--- config.mk ---
export PLATFORM = sky130hd
export DESIGN_NAME = spi_page_writer
export DESIGN_NICKNAME = d
export VERILOG_FILES = /design/src/rtl/spw_pkg.sv /design/src/rtl/spw_byte_engine.sv /design/src/rtl/spw_seq.sv /design/src/rtl/spi_page_writer.sv
export SDC_FILE = /design/constraint.sdc
export NUM_CORES = 1
export LEC_CHECK = 0
export CAP_MARGIN = 20
export CORE_ASPECT_RATIO = 0.75
export CORE_MARGIN = 3
export CORE_UTILIZATION = 45
export CTS_CLUSTER_DIAMETER = 40
export DETAILED_ROUTE_END_ITERATION = 12
export PLACE_DENSITY = 0.66
export SLEW_MARGIN = 10
export SYNTH_ARGS = -nofsm -noshare
export SYNTH_HDL_FRONTEND = slang
export SYNTH_SLANG_ARGS = --single-unit
--- constraint.sdc ---
create_clock -name clk -period 4.46 [get_ports clk]
set_input_delay 1.115 -clock clk [delete_from_list [all_inputs] [get_ports clk]]
set_output_delay 1.115 -clock clk [all_outputs]
set_load 0.02 [all_outputs]
--- src/rtl/spw_pkg.sv ---
// Package: shared constants and types for the page-program sequencer.
// Assumes a single-bit SPI flash with the usual one-byte opcodes.
package spw_pkg;
    localparam logic [7:0] OP_WR_ENABLE = 8'h06;
    localparam logic [7:0] OP_PROGRAM   = 8'h02;
    localparam logic [7:0] OP_STATUS    = 8'h05;

    typedef enum logic [1:0] {
        RES_OK      = 2'd0,
        RES_RANGE   = 2'd1,
        RES_TIMEOUT = 2'd2
    } result_t;

    typedef enum logic [1:0] {
        FR_WREN = 2'd0,
        FR_PROG = 2'd1,
        FR_POLL = 2'd2
    } frame_t;

    typedef enum logic [1:0] {
        ST_IDLE  = 2'd0,
        ST_LOAD  = 2'd1,
        ST_SHIFT = 2'd2,
        ST_GAP   = 2'd3
    } seq_state_t;
endpackage

--- src/rtl/spw_byte_engine.sv ---
// Module: shifts one byte out and one bit in on a mode-0 SPI link.
// A start pulse while idle loads tx_byte. The serial clock is low for
// CLK_DIV clocks, then high for CLK_DIV clocks, once per bit, MSB first.
// byte_done pulses for one cycle on the falling edge after the eighth bit.
// rx_lsb holds the last bit sampled, which is bit 0 of the byte read.
// Assumes the caller keeps start low while busy.
module spw_byte_engine #(
    parameter int CLK_DIV = 2
) (
    input  logic       clk,
    input  logic       rst_n,
    input  logic       start,
    input  logic [7:0] tx_byte,
    input  logic       miso,
    output logic       sck,
    output logic       mosi,
    output logic       busy,
    output logic       byte_done,
    output logic       rx_lsb
);
    localparam int CW = (CLK_DIV > 1) ? $clog2(CLK_DIV) : 1;

    logic [CW-1:0] div_q;
    logic [2:0]    bit_q;
    logic [7:0]    sh_q;

    // Serial shift sequence: phase timing, bit count, shift and sample.
    always_ff @(posedge clk) begin
        if (!rst_n) begin
            busy      <= 1'b0;
            sck       <= 1'b0;
            div_q     <= '0;
            bit_q     <= '0;
            sh_q      <= '0;
            byte_done <= 1'b0;
            rx_lsb    <= 1'b0;
        end else begin
            byte_done <= 1'b0;
            if (!busy) begin
                if (start) begin
                    busy  <= 1'b1;
                    sh_q  <= tx_byte;
                    div_q <= '0;
                    bit_q <= '0;
                end
            end else if (div_q == CW'(CLK_DIV - 1)) begin
                div_q <= '0;
                if (!sck) begin
                    sck    <= 1'b1;
                    rx_lsb <= miso;
                end else begin
                    sck <= 1'b0;
                    if (bit_q == 3'd7) begin
                        busy      <= 1'b0;
                        byte_done <= 1'b1;
                    end else begin
                        bit_q <= bit_q + 3'd1;
                        sh_q  <= {sh_q[6:0], 1'b0};
                    end
                end
            end else begin
                div_q <= div_q + CW'(1);
            end
        end
    end

    assign mosi = sh_q[7];

    // a new byte is started only when the previous one has finished
    a_r5_start_when_idle: assert property (@(posedge clk) disable iff (!rst_n)
        start |-> !busy);
endmodule

--- src/rtl/spw_seq.sv ---
// Module: frame sequencer. It checks the request range, then runs a
// write-enable frame, a program frame and status-poll frames. It owns chip
// select and gives the byte engine one byte at a time.
// Assumes the engine pulses eng_done once per started byte.
module spw_seq
    import spw_pkg::*;
#(
    parameter int PAGE_BYTES = 256,
    parameter int CS_GAP     = 4,
    parameter int POLL_LIMIT = 1000,
    parameter int LEN_W      = $clog2(PAGE_BYTES) + 1
) (
    input  logic             clk,
    input  logic             rst_n,
    input  logic             req_valid,
    output logic             req_ready,
    input  logic [23:0]      req_addr,
    input  logic [LEN_W-1:0] req_len,
    input  logic [7:0]       wr_data,
    input  logic             wr_valid,
    output logic             wr_ready,
    output logic             done,
    output logic [1:0]       err_code,
    output logic             cs_n,
    output logic             eng_start,
    output logic [7:0]       eng_tx,
    input  logic             eng_done,
    input  logic             eng_rx_lsb
);
    localparam int OFF_W = $clog2(PAGE_BYTES);
    localparam int SUM_W = LEN_W + 1;
    localparam int IDX_W = LEN_W + 1;
    localparam int GW    = $clog2(CS_GAP + 1);
    localparam int PW    = $clog2(POLL_LIMIT + 1);

    seq_state_t       state_q;
    frame_t           kind_q;
    logic [IDX_W-1:0] idx_q;
    logic [IDX_W-1:0] last_idx;
    logic [GW-1:0]    gap_q;
    logic [PW-1:0]    poll_q;
    logic             wip_q;
    logic [23:0]      addr_q;
    logic [LEN_W-1:0] len_q;
    logic             len_ok;
    logic             is_data;
    logic [SUM_W-1:0] end_sum;

    // Range check: non-zero length, at most one page, no page crossing.
    always_comb begin
        end_sum = SUM_W'(req_addr[OFF_W-1:0]) + SUM_W'(req_len);
        len_ok  = (req_len != '0) && (req_len <= LEN_W'(PAGE_BYTES))
                  && (end_sum <= SUM_W'(PAGE_BYTES));
    end

    // Byte selection for the current frame and position.
    always_comb begin
        is_data  = 1'b0;
        last_idx = '0;
        eng_tx   = 8'h00;
        case (kind_q)
            FR_WREN: eng_tx = OP_WR_ENABLE;
            FR_PROG: begin
                last_idx = IDX_W'(len_q) + IDX_W'(3);
                case (idx_q)
                    IDX_W'(0): eng_tx = OP_PROGRAM;
                    IDX_W'(1): eng_tx = addr_q[23:16];
                    IDX_W'(2): eng_tx = addr_q[15:8];
                    IDX_W'(3): eng_tx = addr_q[7:0];
                    default: begin
                        eng_tx  = wr_data;
                        is_data = 1'b1;
                    end
                endcase
            end
            default: begin
                last_idx = IDX_W'(1);
                eng_tx   = (idx_q == '0) ? OP_STATUS : 8'h00;
            end
        endcase
    end

    assign req_ready = (state_q == ST_IDLE);
    assign wr_ready  = (state_q == ST_LOAD) && is_data;
    assign eng_start = (state_q == ST_LOAD) && (!is_data || wr_valid);

    // Frame sequencing, chip select, poll counting and the result.
    always_ff @(posedge clk) begin
        if (!rst_n) begin
            state_q  <= ST_IDLE;
            kind_q   <= FR_WREN;
            idx_q    <= '0;
            gap_q    <= '0;
            poll_q   <= '0;
            wip_q    <= 1'b0;
            addr_q   <= '0;
            len_q    <= '0;
            cs_n     <= 1'b1;
            done     <= 1'b0;
            err_code <= RES_OK;
        end else begin
            done <= 1'b0;
            case (state_q)
                ST_IDLE: if (req_valid) begin
                    if (!len_ok) begin
                        done     <= 1'b1;
                        err_code <= RES_RANGE;
                    end else begin
                        addr_q  <= req_addr;
                        len_q   <= req_len;
                        kind_q  <= FR_WREN;
                        idx_q   <= '0;
                        cs_n    <= 1'b0;
                        state_q <= ST_LOAD;
                    end
                end
                ST_LOAD: if (eng_start) state_q <= ST_SHIFT;
                ST_SHIFT: if (eng_done) begin
                    if (idx_q == last_idx) begin
                        cs_n    <= 1'b1;
                        gap_q   <= '0;
                        state_q <= ST_GAP;
                        if (kind_q == FR_POLL) wip_q <= eng_rx_lsb;
                    end else begin
                        idx_q   <= idx_q + IDX_W'(1);
                        state_q <= ST_LOAD;
                    end
                end
                default: begin
                    if (gap_q == GW'(CS_GAP - 1)) begin
                        idx_q <= '0;
                        if (kind_q == FR_WREN) begin
                            kind_q  <= FR_PROG;
                            cs_n    <= 1'b0;
                            state_q <= ST_LOAD;
                        end else if (kind_q == FR_PROG) begin
                            kind_q  <= FR_POLL;
                            poll_q  <= '0;
                            cs_n    <= 1'b0;
                            state_q <= ST_LOAD;
                        end else if (!wip_q) begin
                            done     <= 1'b1;
                            err_code <= RES_OK;
                            state_q  <= ST_IDLE;
                        end else if (poll_q == PW'(POLL_LIMIT - 1)) begin
                            done     <= 1'b1;
                            err_code <= RES_TIMEOUT;
                            state_q  <= ST_IDLE;
                        end else begin
                            poll_q  <= poll_q + PW'(1);
                            cs_n    <= 1'b0;
                            state_q <= ST_LOAD;
                        end
                    end else begin
                        gap_q <= gap_q + GW'(1);
                    end
                end
            endcase
        end
    end

    // Checker state: clocks chip select has been high, saturating.
    logic [GW:0] hi_cnt;
    always_ff @(posedge clk) begin
        if (!rst_n)    hi_cnt <= (GW+1)'(CS_GAP);
        else if (!cs_n) hi_cnt <= '0;
        else if (hi_cnt < (GW+1)'(CS_GAP)) hi_cnt <= hi_cnt + (GW+1)'(1);
    end

    // chip select rises only right after a byte has completed
    a_r5_cs_on_byte: assert property (@(posedge clk) disable iff (!rst_n)
        $rose(cs_n) |-> $past(eng_done));
    // minimum high time before a frame begins
    a_r6_cs_gap: assert property (@(posedge clk) disable iff (!rst_n)
        $fell(cs_n) |-> hi_cnt >= (GW+1)'(CS_GAP));
    // stream bytes are taken only inside a selected frame
    a_r4_data_in_frame: assert property (@(posedge clk) disable iff (!rst_n)
        wr_ready |-> !cs_n);
    // the sequencer is idle (chip select high) when it offers ready
    a_r10_ready_idle: assert property (@(posedge clk) disable iff (!rst_n)
        req_ready |-> cs_n);
endmodule

--- src/rtl/spi_page_writer.sv ---
// Module: top of the page-program sequencer. It joins the frame sequencer
// to the mode-0 byte engine. Assumes one flash on the link and that
// CLK_DIV, CS_GAP and POLL_LIMIT are all at least 1.
module spi_page_writer #(
    parameter int CLK_DIV    = 2,
    parameter int CS_GAP     = 4,
    parameter int POLL_LIMIT = 1000
) (
    input  logic        clk,
    input  logic        rst_n,
    input  logic        req_valid,
    output logic        req_ready,
    input  logic [23:0] req_addr,
    input  logic [8:0]  req_len,
    input  logic [7:0]  wr_data,
    input  logic        wr_valid,
    output logic        wr_ready,
    output logic        done,
    output logic [1:0]  err_code,
    output logic        spi_cs_n,
    output logic        spi_sck,
    output logic        spi_mosi,
    input  logic        spi_miso
);
    localparam int PAGE_BYTES = 256;
    localparam int LEN_W      = $clog2(PAGE_BYTES) + 1;

    logic       eng_start;
    logic [7:0] eng_tx;
    logic       eng_busy;
    logic       eng_done;
    logic       eng_rx_lsb;

    spw_seq #(
        .PAGE_BYTES (PAGE_BYTES),
        .CS_GAP     (CS_GAP),
        .POLL_LIMIT (POLL_LIMIT),
        .LEN_W      (LEN_W)
    ) u_seq (
        .clk        (clk),
        .rst_n      (rst_n),
        .req_valid  (req_valid),
        .req_ready  (req_ready),
        .req_addr   (req_addr),
        .req_len    (req_len),
        .wr_data    (wr_data),
        .wr_valid   (wr_valid),
        .wr_ready   (wr_ready),
        .done       (done),
        .err_code   (err_code),
        .cs_n       (spi_cs_n),
        .eng_start  (eng_start),
        .eng_tx     (eng_tx),
        .eng_done   (eng_done),
        .eng_rx_lsb (eng_rx_lsb)
    );

    spw_byte_engine #(
        .CLK_DIV (CLK_DIV)
    ) u_eng (
        .clk       (clk),
        .rst_n     (rst_n),
        .start     (eng_start),
        .tx_byte   (eng_tx),
        .miso      (spi_miso),
        .sck       (spi_sck),
        .mosi      (spi_mosi),
        .busy      (eng_busy),
        .byte_done (eng_done),
        .rx_lsb    (eng_rx_lsb)
    );

    // the serial clock is low whenever the flash is deselected
    a_r2_sck_low_deselected: assert property (@(posedge clk) disable iff (!rst_n)
        spi_cs_n |-> !spi_sck);
    // the engine runs only inside a selected frame
    a_r2_engine_in_frame: assert property (@(posedge clk) disable iff (!rst_n)
        eng_busy |-> !spi_cs_n);
endmodule

Word-level counts from Yosys, hierarchy flattened
Cells that the tools add are included.

Register bits after elaboration: 81. Bits of input ports: 46. Output and inout bits: 8. Logic and storage cells: 176.

$add $sub $neg: 7. Order comparisons: 2. Equal/unequal tests: 27. Mux-type cells: 82. Bitwise gates (word level): 6. Reductions and logical operators: 34.

Operators with widths (count): $mux 10 (8); $mux 2 (21); $mux 8 (5); $pmux 8 s4 (1); $pmux 10 s3 (1); $mux 1 (29); $mux 3 (9); $add 10x1->10 const B (2); $eq 10x2->1 const B (2); $pmux 10 s2 (1); $ne 2x2->1 const B (9); $pmux 8 s2 (1); $reduce_and 4->1 (4); $reduce_and 5->1 (3); $add 8x9->10 (1); $add 9x2->10 const B (1); $eq 10x1->1 const B (1); $eq 10x10->1 (1); $eq 10x10->1 const B (1); $le 10x9->1 const B (1); $logic_not 10->1 (1); $ne 2x1->1 const B (5); $le 9x9->1 const B (1); $reduce_bool 9->1 (1); other kinds (30) (48).

Longest topological paths before layout
Depth in word-level cells: 9. Mapped depth: 12. Gate-level depth less buffers: 10.

Hierarchy
A second synthesis with hierarchy kept.

Cells, all modules: 580. Area, all modules: 5013.6 um^2.

Modules (own cells, without submodules): spw_seq (times used 1, cells an instance 505, area each 4285.4 um^2, sequential area each 1301.2 um^2); spw_byte_engine (times used 1, cells an instance 75, area each 728.2 um^2, sequential area each 320.3 um^2).

Worst setup path before layout
No wires, ideal clock.

Path type: input-to-reg. Start: input port req_addr[0]. End: register u_seq.idx_q[6]. Setup time: 0.073 ns. Data arrival time: 4.139 ns. Required time: 4.387 ns. Slack: 0.248 ns. Cell stages on the path: 11. Path buffers: 1. Cell sequence: ha_1 > fa_1 > a21oi_1 > o22ai_2 > mux2i_1 > or4_4 > o211ai_2 > or4b_1 > buf_2 > or4_1 > a21oi_1.

Word-level cells in the longest chain between the ends: 5.

Ends and longest elaborated chain: start, declared (line spi_page_writer.sv:13) `input logic [23:0] req_addr,`; $add 8x9->10 (line spw_seq.sv:51) `end_sum = SUM_W'(req_addr[OFF_W-1:0]) + SUM_W'(req_len);`; $le 10x9->1 (line spw_seq.sv:53) `&& (end_sum <= SUM_W'(PAGE_BYTES));`; $logic_and 1x1->1 (line spw_seq.sv:53); $ne 2x1->1 (no line); $reduce_and 6->1 (no line); end signal, assigned (line spw_seq.sv:125) `idx_q <= idx_q + IDX_W'(1);`; end, declared (line spw_seq.sv:38) `logic [IDX_W-1:0] idx_q;`.

Every way passes these cells. A chain may end at the register's enable or synchronous reset.

Worst setup path in the final report
Start: input port req_addr[0]. End: register u_seq.idx_q[9].

Same word-level chain as after synthesis.

==> results.tsv <==
metric	value	unit
combinational power share	16.3	%
ys flop type	dfxtp_1	
DRC	0	
Final period util	96.5	%
vias per cell	5.67	
synthesized area	4640	um2
antenna violations before repair	0	
via count	4318	
die footprint	11600	um2
Starting Density	47.1	%
clk slew on worst S/H paths	0.06	ns
Layout Nets	693	
Ports	54	
portion of total power attributed to the clock network	42.7	%
Setup WS post-layout	0.155	ns
Starting DRT DRC Count	341	
# H-tree levels	3	
vias in the first global route	4027	
final WL	12100	um
simple-gate area share of the yosys netlist	23.6	%
Finished Cell Area	5770	um2
Syn Nets	627	
crit start category	primary input	
relative slew slack	54.4	%
root buffer cell	clkbuf_16	
fmax	232	MHz
syn avg cell area	8.31	um2
final hold vios	0	
largest family of logic cells by synthesized area	simple AND/OR/NAND/NOR gates	
total chip power	0.00190	W
1st-pass router iterations	6	
Die Width	123	um
asr flop ratio synth	0	%
Switching Share	26.1	%
Antenna Cells	0	
fin util	58.5	%
post-synthesis sequential area ratio	35.0	%
Synth Area in XOR/XNOR	2.83	%
Psw	0.000496	W
grt ovf	0	
area leader, netlist	dfxtp_1	
CTS buffer count	9	
ratio of cells with drive above 1 in the final layout	10.2	%
CTS tree	done	
CP endpoint kind	flop	
cell row count	31	
max_cap viols	0	
Placement Setup Slack	-0.392	ns
Pleak	2.32	nW
Hold/Removal Path Class	flop to flop	
# setup viols final	0	
DPL Wire Length	9040	um
mux share of post-synthesis cell area	8.87	%
Int Power	0.00140	W
Clock Sink Count	81	
Post-Synth Adder-Cell Area	6.36	%
CP Class	primary input to flop	
RSZ-0062 raised after global routing	no	
crit path DAT	4.58	ns
flop-to-flop setup slack	1.18	ns
GPL Wtd Cong	0.868	
top cells by area, synth	dfxtp_1 (35%), mux2i_1 (8.6%), nor2_1 (6.5%)	
pin count of the biggest net entering global routing	37	
Critical Path RT	4.73	ns
first-pass GRT wire length	20000	um
clock period minus worst slack	4.30	ns
Core Area	9850	um2
Die Ht	93.9	um
Flop pwr share	40.9	%
Slew Viols, Final	0	
DP Area	5430	um2
Synth cell types	69	
Syn Inst Count	558	
synthesized flop and latch total	81	
clk_lat worst skew	0.34	ns
PwrDens	329	nW/um2
EDFF count, synth	0	
Slew @ Worst Pin	0.679	ns
Compound-Gate Fraction of Synth Area	18.3	%
Antenna Nets Post-Route	0	
Yosys warnings	0	
Synth top area share	35.0	%
critical path fanouts, max	8	
Total GRT Usage	21.9	%
deepest clock path buffer count	2	
setup tns final	0	ns
Layout Area Growth over Synthesis	24.3	%
wire length per cell	15.9	um
clock skew	0.00805	ns
setup bufs post-CTS	0	
peak supply drop	219	uV
I/O Buffers	53	
status	finished, final reports clean	
## power by group through the flow
| stage | clock network, W | registers, W | logic (W) |
|---|---|---|---|
| 6_report | 0.000812 | 0.000777 | 0.000311 |
| 2_1_floorplan | 0 | 0.000789 | 0.000180 |
| 3_3_place_gp | 0 | 0.000791 | 0.000298 |
| 5_1_grt | 0.000859 | 0.000781 | 0.000342 |
| 4_1_cts | 0.000833 | 0.000777 | 0.000308 |
| 3_5_place_dp | 0 | 0.000793 | 0.000305 |
## sequential cells by signal, summed over array words and instances, names as in the netlist
signal / count
u_seq.addr_q: 24
u_seq.idx_q: 10
u_seq.poll_q: 10
u_seq.len_q: 9
u_eng.sh_q: 8
u_eng.bit_q: 3
u_seq.gap_q: 3
u_seq.err_code: 2
u_seq.kind_q: 2
u_seq.state_q: 2
u_eng.busy: 1
u_eng.byte_done: 1
u_eng.div_q: 1
u_eng.rx_lsb: 1
u_eng.sck: 1
u_seq.cs_n: 1
u_seq.done: 1
u_seq.wip_q: 1
## timing repair
item / CTS / global route
pin swaps: 0 / 0
hold buffers: 0 / 0
setup endpoints to repair: 6 / 6
gates cloned: 0 / 0
gates resized for setup: 1 / 2
## cells in the mapped netlist (2+ instances only)
| master | instances |
|---|---|
| a211oi_1 | 9 |
| a21boi_1 | 2 |
| a21o_1 | 3 |
| a21oi_1 | 47 |
| a222oi_1 | 7 |
| a22o_1 | 2 |
| a31oi_1 | 5 |
| and3_1 | 4 |
| and4_1 | 2 |
| buf_2 | 4 |
| buf_6 | 2 |
| clkbuf_1 | 19 |
| dfxtp_1 | 81 |
| ha_1 | 22 |
| inv_1 | 22 |
| mux2i_1 | 40 |
| nand2_1 | 39 |
| nand2b_1 | 6 |
| nand3_1 | 18 |
| nand3b_1 | 6 |
| nand4_1 | 6 |
| nand4b_1 | 2 |
| nor2_1 | 80 |
| nor2b_1 | 2 |
| nor3_1 | 14 |
| nor4_1 | 4 |
| nor4b_1 | 3 |
| o211ai_1 | 2 |
| o21a_1 | 3 |
| o21ai_0 | 18 |
| o21ai_1 | 7 |
| o22ai_1 | 2 |
| o31ai_1 | 5 |
| o32ai_1 | 3 |
| or2_2 | 2 |
| or3_1 | 11 |
| or3b_1 | 2 |
| or4_1 | 8 |
| xnor2_1 | 7 |
| xor2_1 | 8 |
## stage by stage
step / std cells / hold WS (ns)
after floorplan: 558 / 0.432
after global placement: 745 / 0.441
after detailed placement: 745 / 0.449
after CTS: 761 / 0.458
after global routing: 761 / 0.480
final: 761 / 0.460
## kinds of logic after synthesis
logic type	Yosys count
XOR/XNOR	15
AO/OA/AOI/OAI	130
flip-flops	81
AND/OR/NAND/NOR	217
adder cells (fa/ha/maj)	23
buffers and inverters	51
multiplexers	41
## critical path, stage by stage
cell             delay [ns]
clkdlybuf4s50_1        0.43
ha_1                   0.25
fa_2                   0.39
a21oi_2                0.20
o22ai_2                0.10
mux2i_1                0.13
or4_4                  0.55
o211ai_2               0.20
or4b_4                 0.54
or4_1                  0.52
a21oi_1                0.15
## layer usage
layer	wire [um]	part of all wire, %	track usage [%]
met1	6120	51	32.7
met2	5230	43	32.5
met3	598	5.0	3.67
met4	115	0.95	5.44
met5	0	0	0
## cells in the final DEF, fill, tap and decap left out, types with 7 or more instances in the layout
cell type	Yosys	layout
inv_1	22	22
dfxtp_1	81	81
ha_1	22	22
nor3_1	14	14
o21ai_1	7	7
xor2_1	8	8
nand3_1	18	17
buf_4	1	30
or4_1	8	8
or3_1	11	11
a21oi_1	47	46
clkdlybuf4s50_1	0	53
o21ai_0	18	18
nand2_1	39	39
a222oi_1	7	7
clkbuf_16	0	9
nor2_1	80	80
xnor2_1	7	7
a211oi_1	9	9
mux2i_1	40	40
## worst paths after layout
| path | startpoint | to | cells past startpoint |
|---|---|---|---|
| max | req_addr[0] | u_seq.idx_q[9]$_SDFFE_PN0P_ | 11 |
| min reg2reg | u_seq.gap_q[1]$_SDFFE_PN0P_ | u_seq.gap_q[1]$_SDFFE_PN0P_ | 2 |
| max reg2reg | u_seq.len_q[0]$_SDFFE_PN0P_ | u_seq.idx_q[9]$_SDFFE_PN0P_ | 10 |
| min | u_seq.gap_q[1]$_SDFFE_PN0P_ | u_seq.gap_q[1]$_SDFFE_PN0P_ | 2 |
## area by class of cell
type                       instances  area, um2
fill                             945       4080
clock inverter                     6       97.6
tap                              132        165
multi-input combinational        426       2800
timing repair buffer              84        776
clock buffer                      10        229
inverter                          22       82.6
sequential                        81       1620
Power figures use the tool's default switching activity.
